$ cat src/rtl/dct8_copro.sv
module dct8_copro (
  input  logic       clk,
  input  logic       rst_n,
  input  logic [1:0] addr,
  input  logic       wr_en,
  input  logic       rd_en,
  input  logic [7:0] wdata,
  output logic [7:0] rdata
);
  localparam logic [1:0] A_STAT = 2'd0, A_CMD = 2'd1, A_PUSH = 2'd2, A_POP = 2'd3;

  typedef enum logic [1:0] {S_IDLE, S_MAC, S_FOLD, S_FIN} st_t;
  st_t st;

  logic signed [15:0] in_buf  [64];
  logic signed [15:0] out_buf [64];
  logic [5:0] push_idx, pop_ptr;
  logic       pop_lo, busy;
  logic [2:0] u, v, x, j;
  logic signed [31:0] s_acc, r_acc, mac_p, fold_p;
  logic signed [11:0] kscale;
  logic signed [47:0] fin_p;
  logic signed [15:0] fin_q;

  function automatic logic signed [7:0] cosq(input logic [2:0] k, input logic [2:0] n);
    logic [4:0] m, f;
    logic       neg;
    logic signed [7:0] mag;
    m = 5'({1'b0, k, 1'b1} * {2'b0, n});
    f = (m > 5'd16) ? 5'd0 - m : m;
    neg = (f > 5'd8);
    if (neg) f = 5'd16 - f;
    case (f)
      5'd0: mag = 8'sd64;
      5'd1: mag = 8'sd62;
      5'd2: mag = 8'sd59;
      5'd3: mag = 8'sd53;
      5'd4: mag = 8'sd45;
      5'd5: mag = 8'sd35;
      5'd6: mag = 8'sd24;
      5'd7: mag = 8'sd12;
      default: mag = 8'sd0;
    endcase
    return neg ? -mag : mag;
  endfunction

  assign busy   = (st != S_IDLE);
  assign mac_p  = 32'(in_buf[{x, j}]) * 32'(cosq(j, v));
  assign fold_p = s_acc * 32'(cosq(x, u));
  assign kscale = ((u == 3'd0) ? 12'sd1 : 12'sd16) * ((v == 3'd0) ? 12'sd5 : 12'sd64);
  assign fin_p  = 48'(r_acc) * 48'(kscale);
  assign fin_q  = 16'(fin_p >>> 18);

  always_comb begin
    case (addr)
      A_STAT:  rdata = {7'b0, busy};
      A_POP:   rdata = pop_lo ? out_buf[pop_ptr][7:0] : out_buf[pop_ptr][15:8];
      default: rdata = 8'd0;
    endcase
  end

  always_ff @(posedge clk) begin
    if (!rst_n) begin
      st <= S_IDLE;
      {u, v, x, j} <= '0;
      push_idx <= '0;
      pop_ptr  <= '0;
      pop_lo   <= 1'b0;
      s_acc    <= '0;
      r_acc    <= '0;
      for (int i = 0; i < 64; i++) begin
        in_buf[i]  <= '0;
        out_buf[i] <= '0;
      end
    end else begin
      case (st)
        S_IDLE: begin
          if (wr_en && addr == A_PUSH) begin
            in_buf[push_idx] <= 16'($signed(wdata)) <<< 6;
            push_idx <= push_idx + 6'd1;
          end
          if (wr_en && addr == A_CMD && wdata == 8'd1) begin
            st <= S_MAC;
            {u, v, x, j} <= '0;
            s_acc <= '0;
            r_acc <= '0;
            push_idx <= '0;
            pop_ptr  <= '0;
            pop_lo   <= 1'b0;
          end
          if (rd_en && addr == A_POP) begin
            pop_lo <= !pop_lo;
            if (pop_lo) pop_ptr <= pop_ptr + 6'd1;
          end
        end
        S_MAC: begin
          s_acc <= s_acc + (mac_p >>> 6);
          j <= j + 3'd1;
          if (j == 3'd7) st <= S_FOLD;
        end
        S_FOLD: begin
          r_acc <= r_acc + (fold_p >>> 6);
          s_acc <= '0;
          x <= x + 3'd1;
          st <= (x == 3'd7) ? S_FIN : S_MAC;
        end
        S_FIN: begin
          out_buf[{u, v}] <= fin_q;
          r_acc <= '0;
          v <= v + 3'd1;
          if (v == 3'd7) u <= u + 3'd1;
          st <= (u == 3'd7 && v == 3'd7) ? S_IDLE : S_MAC;
        end
        default: st <= S_IDLE;
      endcase
    end
  end
endmodule

$ cat config.mk
export PLATFORM = sky130hd
export DESIGN_NAME = dct8_copro
export DESIGN_NICKNAME = d
export VERILOG_FILES = /design/src/rtl/dct8_copro.sv
export SDC_FILE = /design/constraint.sdc
export NUM_CORES = 2
export LEC_CHECK = 0
export ABC_AREA = 1
export ABC_CLOCK_PERIOD_IN_PS = 14400
export BUFFER_PORTS_ARGS = -buffer_cell sky130_fd_sc_hd__buf_4
export CAP_MARGIN = 0
export CORE_MARGIN = 2
export CORE_UTILIZATION = 50
export CTS_CLUSTER_DIAMETER = 200
export DETAILED_ROUTE_END_ITERATION = 10
export PLACE_DENSITY = 0.65
export SLEW_MARGIN = 20
export SYNTH_ARGS = -nofsm -noshare
export SYNTH_HDL_FRONTEND = slang
export SYNTH_SLANG_ARGS = --single-unit
$ cat constraint.sdc
create_clock -name clk -period 14.4 [get_ports clk]
set_input_delay 1.44 -clock clk [delete_from_list [all_inputs] [get_ports clk]]
set_output_delay 1.44 -clock clk [all_outputs]
set_load 0.02 [all_outputs]
[Yosys cells after proc, flatten, opt, wreduce, memory -nomap -nowiden]
Memory sizes are Yosys's and may differ from the RTL's. A register that Yosys moved wholly into a read port is not among the register bits.
Cells that the tools add are included.
Storage, ports and cells
  bits in registers: 91
  bits in latches: 0
  bits in writable memories: 1664
  memory bits (read-only): 112
  output and inout port bits: 8
  memories kept: 4
Operators by class
  $add $sub $neg: 14
  $mul: 6
  divide/modulo/power cells: 0
  magnitude comparators: 4
  equal/unequal tests: 14
  shifts and indexed selects: 0
  mux-type cells: 49
  bitwise gates (word level): 0
  reductions and logical operators: 31
Memories
  out_buf: depth 64, width 16, rd ports 1, clocked after Yosys merged registers in 1, wr ports 64, line 16  | logic signed [15:0] out_buf [64];
  in_buf: depth 64, width 10, rd ports 1, clocked after Yosys merged registers in 0, wr ports 64, line 15  | logic signed [15:0] in_buf [64];
  (no name shown): depth 8, width 7, rd ports 1, clocked after Yosys merged registers in 0, wr ports 0, line 33  | case (f)
  (no name shown): depth 8, width 7, rd ports 1, clocked after Yosys merged registers in 0, wr ports 0, line 33
Operator list (number)
  32-bit case mux with 3 select lines: 2
  6-bit two-way mux: 9
  8-bit two-way mux: 5
  32-bit by 12-bit multiplier with 34-bit output: 1
  32-bit by 18-bit adder with 32-bit output: 1
  32-bit by 26-bit adder with 32-bit output: 1
  32-bit by 8-bit multiplier with 32-bit output: 1
  32-bit two-way mux: 1
  5-bit two-way mux: 5
  16-bit by 8-bit multiplier with 24-bit output: 1
  3-bit case mux with 2 select lines: 4
  16-bit two-way mux: 1
  8-bit negator: 2
  8-bit case mux with 2 select lines: 1
  2-bit AND reduction: 8
  16-bit OR reduction: 1
  1-bit two-way mux: 13
  3-bit by 1-bit adder with 3-bit output, second input constant: 4
  6-bit by 1-bit adder with 6-bit output, second input constant: 2
  3-bit equality test, second input constant: 4
  5-bit by 7-bit multiplier with 12-bit output: 1
  2-bit nonzero test: 6
  5-bit by 4-bit > comparator with 1-bit output, second input constant: 2
  5-bit > comparator, second input constant: 2
  other kinds (19): 40

[Longest topological paths before layout]
  depth in word-level cells: 12
  depth in mapped cells: 74
  gate-level depth less buffers: 71

[Least setup slack after synthesis]
Ideal clock, no wire load.
  path kind: reg2reg
  start point: register j[0]
  end point: register s_acc[31]
  library setup time: 0.132 ns
  arrival: 10.817 ns
  data required time: 14.268 ns
  setup slack: 3.450 ns
  stages on the path, launching flop included: 62
  path buffers: 4
  period minus slack after synthesis: 10.950 ns
  cell sequence: dfxtp_1 -> clkbuf_1 -> clkbuf_1 -> clkbuf_1 -> nand2_1 -> fa_1 -> inv_1 -> ha_1 -> fa_1 -> xor2_1 -> inv_1 -> xor2_2 -> a21oi_2 -> nand2_4 -> xor2_4 -> or2_1 -> nand2_2 -> buf_12 -> [... 26 more ...] -> a21oi_1 -> o21ai_0 -> nand3_1 -> nand2_1 -> a21oi_1 -> nor2_1 -> nor2_1 -> xor2_1 -> ha_1 -> a21oi_1 -> inv_1 -> a31oi_1 -> o21ai_0 -> a21o_1 -> a41oi_1 -> a21oi_1 -> o21ai_0 -> a21oi_1
On the way
  word-level cells in the longest chain between the ends: 12
Ends and longest elaborated chain
  from (decl): line 19  | logic [2:0] u, v, x, j;
  from (signal assigned): line 98  | j <= j + 3'd1;
  4-bit by 3-bit multiplier with 5-bit output: line 29  | m = 5'({1'b0, k, 1'b1} * {2'b0, n});
  1-bit by 5-bit subtractor with 5-bit output / 5-bit > comparator (equally long branches): line 30  | f = (m > 5'd16) ? 5'd0 - m : m;
  5-bit two-way mux: line 30
  5-bit subtractor / 5-bit by 4-bit > comparator with 1-bit output (equally long branches): line 32, 31
  5-bit two-way mux: line 32  | if (neg) f = 5'd16 - f;
  memory 8 x 7 bit / 2-bit logical NOT (equally long branches)
  8-bit two-way mux: line 33
  8-bit negator: line 44  | return neg ? -mag : mag;
  8-bit two-way mux: line 44
  16-bit by 8-bit multiplier with 24-bit output *: line 48  | assign mac_p = 32'(in_buf[{x, j}]) * 32'(cosq(j, v));
  32-bit by 18-bit adder with 32-bit output *: line 97  | s_acc <= s_acc + (mac_p >>> 6);
  32-bit case mux with 3 select lines *: line 76  | case (st)
  to (signal assigned): line 97
  to (decl): line 20  | logic signed [31:0] s_acc, r_acc, mac_p, fold_p;
Mark *: on every way between the ends. The rest lies on a longest branch, timed or not.
A chain may end at the register's enable or synchronous reset.

[Worst setup path after layout]
  start point: register x[1]
  end point: register r_acc[26]
On the way
  word-level cells in the longest chain between the ends: 12
Ends and longest elaborated chain
  from (decl): line 19
  from (signal assigned): line 104  | x <= x + 3'd1;
  4-bit by 3-bit multiplier with 5-bit output *: line 29
  1-bit by 5-bit subtractor with 5-bit output / 5-bit > comparator (equally long branches): line 30
  5-bit two-way mux *: line 30
  5-bit subtractor / 5-bit by 4-bit > comparator with 1-bit output (equally long branches): line 32, 31
  5-bit two-way mux: line 32
  memory 8 x 7 bit / 2-bit logical NOT (equally long branches)
  8-bit two-way mux: line 33
  8-bit negator: line 44
  8-bit two-way mux *: line 44
  32-bit by 8-bit multiplier with 32-bit output *: line 49  | assign fold_p = s_acc * 32'(cosq(x, u));
  32-bit by 26-bit adder with 32-bit output *: line 102  | r_acc <= r_acc + (fold_p >>> 6);
  32-bit case mux with 3 select lines *: line 76
  to (signal assigned): line 102
  to (decl): line 20
Marks and branches as above.

==> results.yml <==
sta:
  slew_headroom_pct: 18.71
  finClkSkew_ns: 0.05851
  worstMarginPinSlew_ns: 1.218
  setup_tns_ns: 0
  drv_slew: 0
  layout_setup_ws_ns: 1.584
  rsz0062_at_grt: "false"
  setup_viol_count_final: 0
  hold_viol: 0
  period_share_pct: 89.00
  fin_crit_ns: 12.82
  max_freq_mhz: 78.03
setup_path:
  cp-end-kind: "flop"
  path_class: "flop to flop"
  rr_startpoint: "x[1]"
  cpMostUsedCell: "nand2_1"
  r2r-end: "r_acc[26]"
  crit_cells: 56
  cp_top_family: "adder cells"
  crit_path_max_fanout: 27
  slowest_stage: "nand4_1"
  r2r_setup_slack_ns: 1.58
  reg2reg_depth: 56
  crit_end: "r_acc[26]"
  worstSetupStartpointType: "flop"
  worstPathArrival_ns: 13.46
  required_ns: 15.04
  crit_start: "x[1]"
  cpPeakStageDelay_ns: 0.79
  crit_buf_inv: 12
logic_synthesis:
  synth_enable_flop_cells: 1536
  ys.flop_type: "edfxtp_1"
  syn-num-nets: 10397
  async_reset_ff_share_pct: 0
  synth_cells: 9687
  synth_top_area_cell: "edfxtp_1"
  ys_types: 69
  synth_warnings: 0
  yosysTopAreaCellShare_pct: 50.30
  yosysSeqAreaShare_pct: 52.41
  avgSynthCellArea_um2: 9.467
  synth_area_leaders: "edfxtp_1, nor2_1, fa_1"
  ys_seq_elements: 1633
  netlist_area_um2: 91700
clock_tree:
  cts.sinks: 1633
  cts_resized: 0
  post_cts_buffers: 0
  clock_path_buffers: 3
  cts_hold_buffers: 0
  cts_tree: "yes"
  clock_latency_ns: 0.84
  cts-root-buf: "clkbuf_16"
  cts_inserted_buffers: 174
  htree_levels: 4
  clk_pin_slew_ns: 0.06
place:
  place_area_um2: 93630
  pre_cts_slack_ns: 1.727
  dp_hpwl_mm: 164.9
  io_buffer_count: 21
  place_congestion: 0.8818
detailed_routing:
  wl_per_cell_um: 22.32
  ant_nets: 0
  vias_per_cell: 5.890
  vias: 69992
  drt_wl_total_mm: 265.2
  dr.pass1.iters: 8
  first_iter_violations: 7539
  post-route-drc-count: 0
power_and_ir_drop:
  p_sw_mw: 2.261
  p_int_mw: 7.862
  irDropWorstVdd_v: 0.0001278
  combPwrFrac_pct: 3.8
  power_density_nw_per_um2: 102.2
  seq_power_share_pct: 53.4
  p_leak_nw: 38.74
  clkPwrFrac_pct: 42.8
  power.share.switching_pct: 22.34
final_layout:
  finalInstanceArea_um2: 99050
  drive_gt1_share_pct: 5.035
  n_fill_cell: 16242
  final_cell_mix: "nor2_1, edfxtp_1, nand2_1"
  regArea_um2: 48090
  nets: 10072
  area_growth_pct: 8.009
  fin_util_pct: 54.22
  layout_commonest_cell: "nor2_1"
  multiInputGateArea_um2: 38480
worst_hold_path:
  min_path_type: "flop to flop"
  holdCritStartpoint: "r_acc[31]"
global_route:
  grt.overflow.total: 0
  track_usage_pct: 28.09
  first_global_vias: 67731
  grt_first_pass_wirelength_mm: 403.9
  antenna_found_initial: 6
  grt_max_degree: 173
job:
  max-cap-violations: 0
die:
  num_rows: 157
  start_util_pct: 50.20
  dieArea_um2: 186800
  die_y_um: 432.3
  core-area_um2: 182700
  io_pins: 22
  die_w_um: 432.3
outcome:
  status: "complete, no violations"
worst min path at each step:
stage,to,slack (ns),depth (start not counted)
after floorplan,flop,0.45,1
after global placement,r_acc[31],0.48,2
after detailed placement,r_acc[31],0.49,2
after CTS,r_acc[31],0.49,2
after global routing,st[1],0.52,1
final,r_acc[31],0.49,2
worst reg2reg max path, delay by kind of cell (launching register included):
kind	cells	cell delay, ns
adders and majority gates	10	3.82
and+or+nand+nor	20	3.32
AOI/OAI and AO/OA	13	3.09
buffers and inverters	12	1.97
DFF	1	0.30
xor gates and xnor gates	1	0.12
power groups by stage:
stage,logic (mW),registers (mW),clock network [mW]
after floorplan,0.237,5.49,0
after global placement,0.371,5.50,0
after detailed placement,0.377,5.51,0
after CTS,0.378,5.41,4.36
after global routing,0.411,5.43,4.53
final,0.381,5.41,4.33
cells by family after synthesis:
kind of cell             count (synthesis)  synth area share (%)
XOR/XNOR                                79                0.8405
multiplexers                             1               0.01500
adder cells (fa/ha/maj)                696                 12.18
buffers and inverters                 1446                 5.984
AND/OR/NAND/NOR                       3968                 16.77
AO/OA/AOI/OAI                         1864                 11.79
flip-flops                            1633                 52.41
through the flow:
stage          power, mW  hold WS [ns]  instances
6_report           10.12        0.4863      11884
3_5_place_dp       5.885        0.4876      11571
3_3_place_gp       5.872        0.4815      11571
2_1_floorplan      5.724        0.4462       9687
4_1_cts            10.15        0.4943      11879
5_1_grt            10.37        0.5184      11882
state kept, by name, indices dropped and copies added, names as in the netlist, named ones only:
signal,flops
x,3
push_idx,6
u,3
out_buf,1024
j,3
in_buf,512
s_acc,32
st,2
pop_ptr,6
pop_lo,1
v,3
r_acc,32
Yosys cell counts (3+ instances only):
cell type	count
buf_2	3
nor2_1	2551
nor3_1	40
o211ai_1	14
nor2_2	17
a32o_1	57
a221oi_1	67
clkinv_1	8
nand2_4	5
edfxtp_1	1536
nor4_1	10
clkbuf_1	586
nand3_1	118
fa_1	328
inv_2	19
o21ai_1	11
o311ai_0	13
nand3_2	3
o21ai_0	804
nand2_1	1165
or2_1	5
buf_6	4
xnor2_1	24
o32ai_1	6
a211oi_1	12
a31oi_1	18
o21bai_1	8
a311oi_1	8
nand2_2	15
nand4_1	24
ha_1	368
o22ai_1	265
a21oi_1	473
xor2_1	49
a21o_1	3
o21a_1	8
dfxtp_1	97
a21oi_2	3
nand3b_1	5
or2_2	5
buf_1	25
o221ai_1	77
inv_1	796
area by class of cell:
cell class | instances | area share [%]
Clock buffer | 234 | 4.708
Antenna cell | 5 | 0.01263
Tap cell | 2385 | 3.013
Multi-Input combinational cell | 6608 | 38.85
Inverter | 826 | 3.162
Clock inverter | 74 | 0.7415
Sequential cell | 1633 | 48.55
Timing Repair Buffer | 119 | 0.9689
per-layer routing:
layer	up-vias	routed length, um	global-route usage (%)
met5	-	22	0
met3	561	22820	4.627
met4	4	11680	11.86
met2	3125	124700	45.39
li1	32123	-	-
met1	34179	106000	37.62
Note: power is estimated with default switching activity, not from simulation.
